File: src/rtl/dtc_pkg.sv
// Shared types and register map for the dual timer/counter.
// Assumes a byte-wide register port with at most eight addresses.
package dtc_pkg;
    localparam int NUNIT  = 2;
    localparam int ADDR_W = 3;
    localparam int DATA_W = 8;

    localparam logic [ADDR_W-1:0] ADDR_MODE = 3'd0;
    localparam logic [ADDR_W-1:0] ADDR_CTRL = 3'd1;
    localparam logic [ADDR_W-1:0] ADDR_LO0  = 3'd2;

    localparam int CTRL_RUN_LSB  = 0;
    localparam int CTRL_FLAG_LSB = 2;

    typedef enum logic [1:0] {
        MODE_13     = 2'b00,
        MODE_16     = 2'b01,
        MODE_RELOAD = 2'b10,
        MODE_SPLIT  = 2'b11
    } cnt_mode_e;

    typedef struct packed {
        logic       gate_en;
        logic       ext_src;
        logic [1:0] mode;
    } unit_cfg_t;
endpackage

File: src/rtl/dtc_prescale.sv
// Free-running divider producing a one-cycle tick every DIV clocks.
// Assumes DIV >= 1; the phase starts at reset and is never realigned.
module dtc_prescale #(
    parameter int DIV = 12
) (
    input  logic clk,
    input  logic rst_n,
    output logic tick_o
);
    localparam int CW = (DIV > 1) ? $clog2(DIV) : 1;
    localparam logic [CW-1:0] LAST = CW'(DIV - 1);

    logic [CW-1:0] cnt_q;

    // Count 0..DIV-1 and wrap.
    always_ff @(posedge clk) begin
        if (!rst_n)            cnt_q <= '0;
        else if (cnt_q == LAST) cnt_q <= '0;
        else                   cnt_q <= cnt_q + 1'b1;
    end

    assign tick_o = (cnt_q == LAST);
endmodule

File: src/rtl/dtc_pin_sync.sv
// Multi-stage synchronizer for a vector of asynchronous input pins.
// Assumes STAGES >= 2; the output is the level seen after STAGES clocks.
module dtc_pin_sync #(
    parameter int W      = 4,
    parameter int STAGES = 2
) (
    input  logic         clk,
    input  logic         rst_n,
    input  logic [W-1:0] pin_i,
    output logic [W-1:0] level_o
);
    logic [W-1:0] stg_q [STAGES];

    // Shift each pin through the stage chain.
    always_ff @(posedge clk) begin
        if (!rst_n) begin
            for (int s = 0; s < STAGES; s++) stg_q[s] <= '0;
        end else begin
            stg_q[0] <= pin_i;
            for (int s = 1; s < STAGES; s++) stg_q[s] <= stg_q[s-1];
        end
    end

    assign level_o = stg_q[STAGES-1];
endmodule

File: src/rtl/dtc_count_unit.sv
// One count unit: low and high byte with four counting modes.
// Assumes the step inputs are already qualified by run, gate and source.
// A bus write to either byte cancels the unit's main step in that cycle.
// In split mode, a write cancels only the step of the byte written.
// SPLIT_OK selects whether mode 11 splits the unit (1) or holds it (0).
module dtc_count_unit
    import dtc_pkg::*;
#(
    parameter bit SPLIT_OK = 1'b1
) (
    input  logic              clk,
    input  logic              rst_n,
    input  logic [1:0]        mode_i,
    input  logic              step_main_i,
    input  logic              step_aux_i,
    input  logic              wr_lo_i,
    input  logic              wr_hi_i,
    input  logic [DATA_W-1:0] wdata_i,
    output logic [DATA_W-1:0] lo_o,
    output logic [DATA_W-1:0] hi_o,
    output logic              ovf_main_o,
    output logic              ovf_aux_o
);
    localparam int W13 = DATA_W + 5;
    localparam int W16 = 2 * DATA_W;

    logic [DATA_W-1:0] lo_q, hi_q, lo_d, hi_d;
    logic [W13-1:0]    cur13, inc13;
    logic [W16-1:0]    cur16, inc16;
    logic              wr_any;

    assign cur13  = {hi_q, lo_q[4:0]};
    assign inc13  = cur13 + 1'b1;
    assign cur16  = {hi_q, lo_q};
    assign inc16  = cur16 + 1'b1;
    assign wr_any = wr_lo_i | wr_hi_i;

    // Next-state and overflow pulses for the selected mode.
    always_comb begin
        lo_d       = lo_q;
        hi_d       = hi_q;
        ovf_main_o = 1'b0;
        ovf_aux_o  = 1'b0;
        case (cnt_mode_e'(mode_i))
            MODE_13: begin
                if (step_main_i && !wr_any) begin
                    hi_d       = inc13[W13-1:5];
                    lo_d       = {lo_q[7:5], inc13[4:0]};
                    ovf_main_o = &cur13;
                end
            end
            MODE_16: begin
                if (step_main_i && !wr_any) begin
                    {hi_d, lo_d} = inc16;
                    ovf_main_o   = &cur16;
                end
            end
            MODE_RELOAD: begin
                if (step_main_i && !wr_any) begin
                    if (&lo_q) begin
                        lo_d       = hi_q;
                        ovf_main_o = 1'b1;
                    end else begin
                        lo_d = lo_q + 1'b1;
                    end
                end
            end
            default: begin
                if (SPLIT_OK) begin
                    if (step_main_i && !wr_lo_i) begin
                        lo_d       = lo_q + 1'b1;
                        ovf_main_o = &lo_q;
                    end
                    if (step_aux_i && !wr_hi_i) begin
                        hi_d      = hi_q + 1'b1;
                        ovf_aux_o = &hi_q;
                    end
                end
            end
        endcase
        if (wr_lo_i) lo_d = wdata_i;
        if (wr_hi_i) hi_d = wdata_i;
    end

    // Count byte registers.
    always_ff @(posedge clk) begin
        if (!rst_n) begin
            lo_q <= '0;
            hi_q <= '0;
        end else begin
            lo_q <= lo_d;
            hi_q <= hi_d;
        end
    end

    assign lo_o = lo_q;
    assign hi_o = hi_q;
endmodule

File: src/rtl/dual_tmr_top.sv
// Dual timer/counter top: register port, run/flag control, step qualification.
// Assumes cnt_pin and gate_pin are asynchronous; both pass through synchronizers.
// Count-pin falls are judged once per prescaler tick, so at most one step per tick.
module dual_tmr_top
    import dtc_pkg::*;
#(
    parameter int PRESCALE    = 12,
    parameter int SYNC_STAGES = 2
) (
    input  logic              clk,
    input  logic              rst_n,
    input  logic              bus_we,
    input  logic [ADDR_W-1:0] bus_addr,
    input  logic [DATA_W-1:0] bus_wdata,
    output logic [DATA_W-1:0] bus_rdata,
    input  logic [NUNIT-1:0]  cnt_pin,
    input  logic [NUNIT-1:0]  gate_pin,
    input  logic [NUNIT-1:0]  ovf_ack,
    output logic [NUNIT-1:0]  ovf_flag
);
    localparam int NPIN = 2 * NUNIT;

    logic                          tick;
    logic [DATA_W-1:0]             mode_q;
    logic [NUNIT-1:0]              run_q, flag_q;
    logic [NUNIT-1:0][DATA_W-1:0]  lo_q, hi_q;
    logic [NUNIT-1:0]              cnt_lvl, gate_lvl, cnt_prev_q;
    logic [NUNIT-1:0]              step_main, step_aux, ovf_main, ovf_aux;
    logic [NUNIT-1:0]              wr_lo, wr_hi, set_evt, clr_evt;
    logic                          wr_mode, wr_ctrl, split0;
    unit_cfg_t                     cfg [NUNIT];

    dtc_prescale #(.DIV(PRESCALE)) u_pre (
        .clk    (clk),
        .rst_n  (rst_n),
        .tick_o (tick)
    );

    dtc_pin_sync #(.W(NPIN), .STAGES(SYNC_STAGES)) u_sync (
        .clk     (clk),
        .rst_n   (rst_n),
        .pin_i   ({gate_pin, cnt_pin}),
        .level_o ({gate_lvl, cnt_lvl})
    );

    // Previous count-pin sample, refreshed once per tick.
    always_ff @(posedge clk) begin
        if (!rst_n)    cnt_prev_q <= '0;
        else if (tick) cnt_prev_q <= cnt_lvl;
    end

    assign wr_mode = bus_we && (bus_addr == ADDR_MODE);
    assign wr_ctrl = bus_we && (bus_addr == ADDR_CTRL);
    assign split0  = (cfg[0].mode == MODE_SPLIT);

    for (genvar u = 0; u < NUNIT; u++) begin : g_unit
        assign cfg[u]   = unit_cfg_t'(mode_q[4*u +: 4]);
        assign wr_lo[u] = bus_we && (bus_addr == ADDR_LO0 + ADDR_W'(2*u));
        assign wr_hi[u] = bus_we && (bus_addr == ADDR_LO0 + ADDR_W'(2*u + 1));
        assign step_main[u] = tick && run_q[u]
                            && (!cfg[u].gate_en || gate_lvl[u])
                            && (!cfg[u].ext_src || (cnt_prev_q[u] && !cnt_lvl[u]));
        if (u == 0) begin : g_aux
            assign step_aux[u] = tick && run_q[NUNIT-1];
        end else begin : g_noaux
            assign step_aux[u] = 1'b0;
        end
        assign clr_evt[u] = ovf_ack[u]
                          || (wr_ctrl && !bus_wdata[CTRL_FLAG_LSB + u]);

        dtc_count_unit #(.SPLIT_OK(u == 0)) u_cnt (
            .clk         (clk),
            .rst_n       (rst_n),
            .mode_i      (cfg[u].mode),
            .step_main_i (step_main[u]),
            .step_aux_i  (step_aux[u]),
            .wr_lo_i     (wr_lo[u]),
            .wr_hi_i     (wr_hi[u]),
            .wdata_i     (bus_wdata),
            .lo_o        (lo_q[u]),
            .hi_o        (hi_q[u]),
            .ovf_main_o  (ovf_main[u]),
            .ovf_aux_o   (ovf_aux[u])
        );
    end

    // Flag sources: unit 0's split high byte replaces unit 1 as source of flag 1.
    assign set_evt[0] = ovf_main[0];
    assign set_evt[1] = split0 ? ovf_aux[0] : (ovf_main[1] | ovf_aux[1]);

    // Mode, run and flag registers; a set outranks a clear in the same cycle.
    always_ff @(posedge clk) begin
        if (!rst_n) begin
            mode_q <= '0;
            run_q  <= '0;
            flag_q <= '0;
        end else begin
            if (wr_mode) mode_q <= bus_wdata;
            if (wr_ctrl) run_q <= bus_wdata[CTRL_RUN_LSB +: NUNIT];
            flag_q <= (flag_q & ~clr_evt) | set_evt;
        end
    end

    // Combinational read mux.
    always_comb begin
        case (bus_addr)
            3'd0:    bus_rdata = mode_q;
            3'd1:    bus_rdata = {4'b0, flag_q, run_q};
            3'd2:    bus_rdata = lo_q[0];
            3'd3:    bus_rdata = hi_q[0];
            3'd4:    bus_rdata = lo_q[1];
            3'd5:    bus_rdata = hi_q[1];
            default: bus_rdata = '0;
        endcase
    end

    assign ovf_flag = flag_q;
endmodule

File: config.mk
export PLATFORM = sky130hd
export DESIGN_NAME = dual_tmr_top
export DESIGN_NICKNAME = d
export VERILOG_FILES = /design/src/rtl/dtc_pkg.sv /design/src/rtl/dtc_prescale.sv /design/src/rtl/dtc_pin_sync.sv /design/src/rtl/dtc_count_unit.sv /design/src/rtl/dual_tmr_top.sv
export SDC_FILE = /design/constraint.sdc
export NUM_CORES = 1
export LEC_CHECK = 0
export ABC_CLOCK_PERIOD_IN_PS = 4400
export CAP_MARGIN = 5
export CORE_MARGIN = 2
export CORE_UTILIZATION = 47
export CTS_CLUSTER_DIAMETER = 150
export DETAILED_ROUTE_END_ITERATION = 7
export DONT_BUFFER_PORTS = 1
export PLACE_DENSITY_LB_ADDON = 0.3
export SYNTH_ARGS = -nofsm -noshare
export SYNTH_HDL_FRONTEND = slang
export SYNTH_SLANG_ARGS = --single-unit
File: constraint.sdc
create_clock -name clk -period 4.4 [get_ports clk]
set_input_delay 0.66 -clock clk [delete_from_list [all_inputs] [get_ports clk]]
set_output_delay 0.66 -clock clk [all_outputs]
set_load 0.05 [all_outputs]
Word-level counts from Yosys, hierarchy flattened
Memories as Yosys holds them, arrays and structs flattened.
Cells that the tools add are included.
{"block": "totals", "regBits": 50, "ram_bits": 8, "input_bits": 20, "out_inout_bits": 10, "memories": 1}
{"name": "u_sync.stg_q", "depth": 2, "word_bits": 4, "rd": 2, "rd_clocked_by_memory_dff": 0, "write_ports": 2, "line_no": "dtc_pin_sync.sv:12", "rtl": "logic [W-1:0] stg_q [STAGES];"}
{"block": "classes", "add_sub_neg": 8, "eq_ne": 24, "mux": 41, "bitwise_logic": 8, "n_reduce_logical": 62}
{"op": "$mux W8", "n": 16}
{"op": "$pmux W8 S3", "n": 3}
{"op": "$pmux W8 S6", "n": 1}
{"op": "$add A16 B1 Y16 const B", "n": 2}
{"op": "$reduce_and A16 Y1", "n": 2}
{"op": "$ne A3 B1 Y1 const B", "n": 10}
{"op": "$add A13 B1 Y13 const B", "n": 2}
{"op": "$reduce_and A13 Y1", "n": 2}
{"op": "$add A8 B1 Y8 const B", "n": 3}
{"op": "$reduce_and A8 Y1", "n": 3}
{"op": "$logic_and A1 B1 Y1", "n": 20}
{"op": "$reduce_and A4 Y1", "n": 5}
{"op": "$pmux W8 S2", "n": 1}
{"op": "$mux W1", "n": 14}
{"op": "$logic_not A1 Y1", "n": 12}
{"op": "$reduce_bool A4 Y1", "n": 3}
{"op": "$mux W5", "n": 2}
{"op": "$mux W4", "n": 2}
{"op": "$eq A2 B2 Y1 const B", "n": 3}
{"op": "$eq A3 B2 Y1 const B", "n": 2}
{"op": "$eq A3 B3 Y1 const B", "n": 2}
{"op": "$logic_or A1 B1 Y1", "n": 6}
{"op": "$ne A2 B1 Y1 const B", "n": 3}
{"op": "$pmux W1 S3", "n": 2}
{"op": "other kinds (16)", "n": 22}

Depth between registers and ports, before layout
Gate-level depths: netlist (run 1).
An unclocked memory read counts as a cell.
{"block": "depth", "word_depth": 10, "mapped_depth": 9}

Hierarchy
Synthesis (run 1) repeated with hierarchy kept, for this count alone.
{"block": "hier_totals", "cells_unflattened": 537, "hier_area_um2": 4275.4}
{"mod": "dtc_count_unit at g_unit[0].u_cnt", "n_inst": 1, "cells_each": 219, "area_per_inst_um2": 1572.8, "seq_area_each_um2": 320.3}
{"mod": "dtc_count_unit at g_unit[1].u_cnt", "n_inst": 1, "cells_each": 161, "area_per_inst_um2": 1260.0, "seq_area_each_um2": 320.3}
{"mod": "dual_tmr_top", "n_inst": 1, "cells_each": 119, "area_per_inst_um2": 1027.2, "seq_area_each_um2": 280.3}
{"mod": "dtc_pin_sync", "n_inst": 1, "cells_each": 20, "area_per_inst_um2": 240.2, "seq_area_each_um2": 160.2}
{"mod": "dtc_prescale", "n_inst": 1, "cells_each": 18, "area_per_inst_um2": 175.2, "seq_area_each_um2": 80.1}

Worst setup path after synthesis (run 1)
No wires, ideal clock.
{"block": "synth_path", "path_kind": "input -> output", "from": "input port bus_addr[0]", "to": "output port bus_rdata[4]", "arrival_time_ns": 2.418, "slack_ns": 1.322, "cell_stages": 4, "path_buffers": 3, "cell_sequence": "clkbuf_1 > buf_1 > clkbuf_1 > o21ai_0"}
{"block": "synth_via", "elab_chain_len": 2, "word_cells_on_any_way": 7}
{"item": "start, declared", "line_no": "dual_tmr_top.sv:13", "rtl": "input logic [ADDR_W-1:0] bus_addr,"}
{"item": "$eq A3 B3 Y1, or another cell as far along", "line_no": "dual_tmr_top.sv:106", "rtl": "case (bus_addr)"}
{"item": "$pmux W8 S6 (*)", "line_no": "dual_tmr_top.sv:106"}
{"item": "end, declared", "line_no": "dual_tmr_top.sv:15", "rtl": "output logic [DATA_W-1:0] bus_rdata,"}
Every way passes the cells marked *; elsewhere a longest branch is shown, timed or not.

Final worst setup path (run 1)
{"block": "layout_path", "from": "register g_unit[0].u_cnt.hi_q[0]", "to": "output port bus_rdata[0]"}
{"block": "layout_via", "elab_chain_len": 1}
{"item": "start, declared", "line_no": "dtc_count_unit.sv:27", "rtl": "logic [DATA_W-1:0] lo_q, hi_q, lo_d, hi_d;"}
{"item": "start signal, assigned", "line_no": "dtc_count_unit.sv:92", "rtl": "hi_q <= hi_d;"}
{"item": "$pmux W8 S6", "line_no": "dual_tmr_top.sv:106"}
No other way between the ends.

==> impl_metrics.yaml, run 1 <==
yosys:
  synthesis.area_um2: 4050
  synthSimpleGateAreaFrac_pct: 27.93
  synth_compound_area_share_pct: 27.34
  postSynthRegisterBits: 58
  synth_nets: 555
  yosysSeqAreaShare_pct: 28.67
  syn_area_per_cell_um2: 7.774
  synthArstFlopShare_pct: 0
  muxShareOfSynthArea_pct: 5.005
  synth_flop_cell: "dfxtp_1"
  synth-adder-area-share_pct: 4.325
  postSynthCellCount: 521
  synth-edff-count: 0
  yosys_warnings: 0
  synth_xor_area_share_pct: 1.946
  synth_cell_types: 70
  synth_top_family_by_area: "simple AND/OR/NAND/NOR gates"
timing:
  post-route-period-util_pct: 60.14
  setup_tns_ns: 0
  max_slew.worst_pin.slew_ns: 1.216
  finalSetupViolCount: 0
  holdWs_ns: 0.4343
  hold_viol: 0
  skew_ns: 0.009503
  drv_slew: 0
  rsz0062_at_grt: "false"
  period_needed_ns: 2.646
  fmax_mhz: 377.9
  slew_headroom_pct: 17.74
clocking:
  hold_buffers: 0
  clkLatencyLatePin_ns: 0.35
  clockBufferDepth: 2
  htreeDepth: 3
  postCtsSetupRepairBufs: 0
  cts_inserted_buffers: 9
  clkSlewWorstSetupHoldPaths_ns: 0.07
  cts_tree: "done"
  clockRootBuffer: "clkbuf_8"
  cts_resized: 0
  cts_sinks: 58
floorplanning:
  die_area_um2: 9376
  rows: 33
  start_util_pct: 48.80
  core_um2: 8299
  die_x_um: 96.83
  chipHeight_um: 96.83
  pin_count: 30
route:
  drc_errors: 0
  wl_per_cell_um: 19.53
  drt-total-wl_um: 12030
  detail-route-antenna-nets: 0
  vias: 3957
  first_pass_iters: 5
  drtIter0Drc: 423
  vias_per_cell: 6.424
global_route:
  grt_max_degree: 58
  grt_pass1_wl_um: 19420
  antenna_found_initial: 0
  grt_remaining_overflow: 0
  grt_pass1_vias: 3684
  gr-usage-all-layers_pct: 25.59
worst_setup_path:
  r2r_cells: 7
  reg2reg_slack_ns: 1.84
  path_delay_family: "compound AO/OA/AOI/OAI gates"
  rr_endpoint: "g_unit[0].u_cnt.hi_o[5]"
  crit_path_start_kind: "flop"
  crit_slowest_cell: "o22ai_1"
  max_stage_delay_ns: 0.92
  rr_startpoint: "mode_q[0]"
  cp.required_ns: 3.74
  path_cells: "mux2i_1, o22ai_1"
  cp_max_fo: 11
  crit_buf_inv: 0
  crit_type: "reg2out"
  crit_path_end_kind: "output pin"
  cp.arrival_ns: 1.99
layout:
  n_fill_cell: 805
  area_growth_pct: 6.796
  n_antenna_cell: 0
  nNetsFinal: 540
  layout_common_cells: "nand2_1 (67), dfxtp_1 (58), nor2_1 (34)"
  final_layout_size_suffix_gt1_share_pct: 6.654
  fin_area_um2: 4325
  mostFrequentLayoutCell: "nand2_1"
  utilization_pct: 52.12
placed_design:
  gp_congestion: 0.9539
  dpl.hpwl_um: 8851
  dpl_cell_area_um2: 4106
  io_buffers: 0
power_and_ir_drop:
  peakVddDrop_mv: 0.1823
  powerDensity_nw_per_um2: 283.9
  p_total_w: 0.001228
  total_leakage_power_nw: 1.573
flow_run:
  cap_violations: 0
min_path:
  worstHoldPathType: "in2reg"
  holdCritStartpoint: "cnt_pin[0]"
  hold_end: "u_sync.stg_q[0][0]"
  hold_depth: 1
run_status:
  outcome: "complete, no violations"
[where the power goes]
group          internal (W)  switching [W]
Clock              0.000333       0.000235
Sequential         0.000539      0.0000184
Combinational     0.0000443      0.0000591
[synth_stat cells, drive strengths merged (12+ instances only)]
library cell	count	share of area, %
nor2	35	3.3
clkbuf	25	2.3
mux2i	18	4.4
dfxtp	58	29
a21oi	32	4.0
and3	13	2.0
inv	14	1.3
o21ai	25	3.1
ha	14	4.3
nor2b	15	2.3
and2	13	2.0
a21boi	15	2.8
nand3	17	2.1
nand2	67	6.2
a221oi	12	2.6
[per-layer routing]
metal  vias up  track usage (%)  part of all wire, %
li1       1909                -                    -
met2       167            38.78                   44
met5         -                0                    0
met1      1862            35.19                   47
met3        19            7.587                  7.6
met4         0            7.584                  1.7
[stage by stage]
step | setup WS (ns) | instances
2_1_floorplan | 1.322 | 521
3_3_place_gp | 1.852 | 600
3_5_place_dp | 1.853 | 600
4_1_cts | 1.744 | 616
5_1_grt | 1.683 | 616
6_report | 1.754 | 616
[sequential cells by signal (all words and copies together) (netlist names)]
register	flops
u_sync.stg_q	8
g_unit.u_cnt.hi_o	16
ovf_flag	2
run_q	2
g_unit.u_cnt.lo_o	16
cnt_prev_q	2
mode_q	8
u_pre.cnt_q	4
[cell families after synthesis]
family / Yosys count
and+or+nand+nor: 215
AOI/OAI and AO/OA: 158
DFF: 58
buffers and inverters: 48
muxes: 19
adders and majority gates: 14
xor gates and xnor gates: 9
[worst max-delay path by stage]
stage	from	end	slack, ns	cells past startpoint
after floorplan	bus_addr[0]	bus_rdata[4]	1.32	4
after detailed placement	bus_addr[0]	bus_rdata[0]	1.85	3
after global routing	g_unit[0].u_cnt.hi_o[0]	bus_rdata[0]	1.68	2
after global placement	bus_addr[0]	bus_rdata[0]	1.85	3
after CTS	g_unit[0].u_cnt.hi_o[0]	bus_rdata[0]	1.74	2
final	g_unit[0].u_cnt.hi_o[0]	bus_rdata[0]	1.75	2
[layout make-up]
class / instances / area, um^2 / area share [%]
Clock inverter: 5 / 77.57 / 1.793
Multi-Input combinational cell: 415 / 2701 / 62.45
Clock buffer: 11 / 141.4 / 3.269
Timing Repair Buffer: 8 / 60.06 / 1.388
Inverter: 14 / 52.55 / 1.215
Sequential cell: 58 / 1161 / 26.84
Tap cell: 105 / 131.4 / 3.037
Power figures use the tool's default switching activity.
==> run 2, diff against run 1 <==
--- a/config.mk
+++ b/config.mk
@@ -5,7 +5,7 @@
 export SDC_FILE = /design/constraint.sdc
 export NUM_CORES = 1
 export LEC_CHECK = 0
-export ABC_CLOCK_PERIOD_IN_PS = 4400
+export ABC_CLOCK_PERIOD_IN_PS = 2250
 export CAP_MARGIN = 5
 export CORE_MARGIN = 2
 export CORE_UTILIZATION = 47
==> constraint.sdc (replaced) <==
create_clock -name clk -period 2.25 [get_ports clk]
set_input_delay 0.3375 -clock clk [delete_from_list [all_inputs] [get_ports clk]]
set_output_delay 0.3375 -clock clk [all_outputs]
set_load 0.05 [all_outputs]
==> impl_metrics.yaml, run 2 (synthesis gave the netlist of run 1 again) <==
run_status:
  outcome: "complete, no violations"
layout:
  area_growth_pct: 12.30
  final_layout_size_suffix_gt1_share_pct: 12.15
  mostFrequentLayoutCell: "nand2_1"
  n_antenna_cell: 0
  nNetsFinal: 564
  utilization_pct: 54.80
  n_fill_cell: 776
  layout_common_cells: "nand2_1 (67), dfxtp_1 (58), nor2_1 (34)"
  stdcell_count: 640
floorplanning:
  chipHeight_um: 96.83
  rows: 33
  pin_count: 30
  start_util_pct: 48.80
  die_x_um: 96.83
  die_area_um2: 9376
  core_um2: 8299
worst_setup_path:
  crit_slowest_cell: "dfxtp_1"
  crit_buf_inv: 0
  path_cells: "ha_1, and4_2, nand2_1, a211o_4, a221oi_1, a21oi_1, a21o_1"
  rr_startpoint: "g_unit[1].u_cnt.lo_o[1]"
  crit_path_start_kind: "flop"
  cp.required_ns: 2.50
  crit_path_end_kind: "flop"
  cp_max_fo: 7
  path_delay_family: "compound AO/OA/AOI/OAI gates"
  cp.arrival_ns: 2.40
  max_stage_delay_ns: 0.42
  reg2reg_slack_ns: 0.10
  rr_endpoint: "g_unit[1].u_cnt.lo_o[2]"
  r2r_cells: 7
  crit_type: "reg2reg"
min_path:
  hold_depth: 1
  worstHoldPathType: "in2reg"
  hold_end: "g_unit[0].u_cnt.hi_o[3]"
  holdCritStartpoint: "rst_n"
route:
  vias: 4133
  wl_per_cell_um: 19.15
  drc_errors: 0
  drtIter0Drc: 433
  vias_per_cell: 6.458
  detail-route-antenna-nets: 0
  first_pass_iters: 5
  drt-total-wl_um: 12250
global_route:
  grt_pass1_wl_um: 20080
  gr-usage-all-layers_pct: 26.21
  grt_remaining_overflow: 0
  antenna_found_initial: 0
  grt_pass1_vias: 3859
  grt_max_degree: 58
clocking:
  clkSlewWorstSetupHoldPaths_ns: 0.08
  cts_sinks: 58
  hold_buffers: 0
  clockBufferDepth: 2
  cts_tree: "done"
  cts_inserted_buffers: 9
  clockRootBuffer: "clkbuf_8"
  cts_resized: 0
  postCtsSetupRepairBufs: 0
  clkLatencyLatePin_ns: 0.35
  htreeDepth: 3
timing:
  worst_slack_ns: 0.1011
  skew_ns: 0.009087
  finalSetupViolCount: 0
  drv_slew: 0
  max_slew.worst_pin.slew_ns: 0.7687
  post-route-period-util_pct: 95.51
  holdWs_ns: 0.1116
  slew_headroom_pct: 48.62
  fmax_mhz: 465.4
  period_needed_ns: 2.149
  hold_viol: 0
placed_design:
  pre_cts_ws_ns: 0.02874
  dpl.hpwl_um: 8864
  place_inst: 624
  io_buffers: 0
  gp_congestion: 0.9425
power_and_ir_drop:
  total_leakage_power_nw: 1.710
  powerDensity_nw_per_um2: 537.3
  peakVddDrop_mv: 0.3891
flow_run:
  cap_violations: 0
[run 2: how the worst max path moves through the flow]
stage,slack (ns),cells after the start,start,to
after floorplan,-0.17,5,bus_addr[0],bus_rdata[1]
after global placement,0.14,7,g_unit[1].u_cnt.lo_o[1],g_unit[1].u_cnt.lo_o[2]
after detailed placement,0.03,7,g_unit[1].u_cnt.lo_o[1],g_unit[1].u_cnt.lo_o[2]
after CTS,0.04,7,g_unit[1].u_cnt.lo_o[1],g_unit[1].u_cnt.lo_o[2]
after global routing,-0.00003,7,g_unit[1].u_cnt.lo_o[1],g_unit[1].u_cnt.lo_o[2]
final,0.10,7,g_unit[1].u_cnt.lo_o[1],g_unit[1].u_cnt.lo_o[2]
[run 2: stage by stage]
stage | power (W) | instance area [um^2] | TNS [ns]
after global routing | 0.002519 | 4548 | -0.00003353
after floorplan | 0.001295 | 4063 | -0.6966
after CTS | 0.002445 | 4528 | 0
final | 0.002444 | 4548 | 0
after detailed placement | 0.001324 | 4299 | 0
after global placement | 0.001320 | 4299 | 0
[run 2: report_power, final]
| group | internal [W] | switching [W] | leakage (nW) |
|---|---|---|---|
| sequential | 0.00105 | 0.0000274 | 0.471 |
| combinational | 0.0000978 | 0.000126 | 1.12 |
| clock | 0.000685 | 0.000453 | 0.117 |
| total | 0.00184 | 0.000607 | 1.71 |
[run 2: worst reg2reg max path, delay by kind of cell (launching register included)]
kind | cells | cell delay, ns
AOI/OAI and AO/OA | 4 | 0.95
adders and majority gates | 1 | 0.24
DFF | 1 | 0.42
and+or+nand+nor | 2 | 0.44
[run 2: per-layer routing]
layer,part of all wire (%),GRT usage [%],wire [um],vias to the layer above
li1,-,-,-,1955
met1,45,36.76,5513,1968
met2,45,39.96,5455,185
met3,8.7,5.925,1063,25
met4,1.8,8.451,223,0
met5,0,0,0,-
[run 2: final cells by class]
cell class / count / area (um^2) / share of cell area, %
Clock inverter: 4 / 73.82 / 1.623
Inverter: 14 / 52.55 / 1.155
Clock buffer: 12 / 155.1 / 3.411
Sequential cell: 58 / 1161 / 25.53
Tap cell: 105 / 131.4 / 2.889
Timing Repair Buffer: 32 / 240.2 / 5.282
Multi-Input combinational cell: 415 / 2734 / 60.11
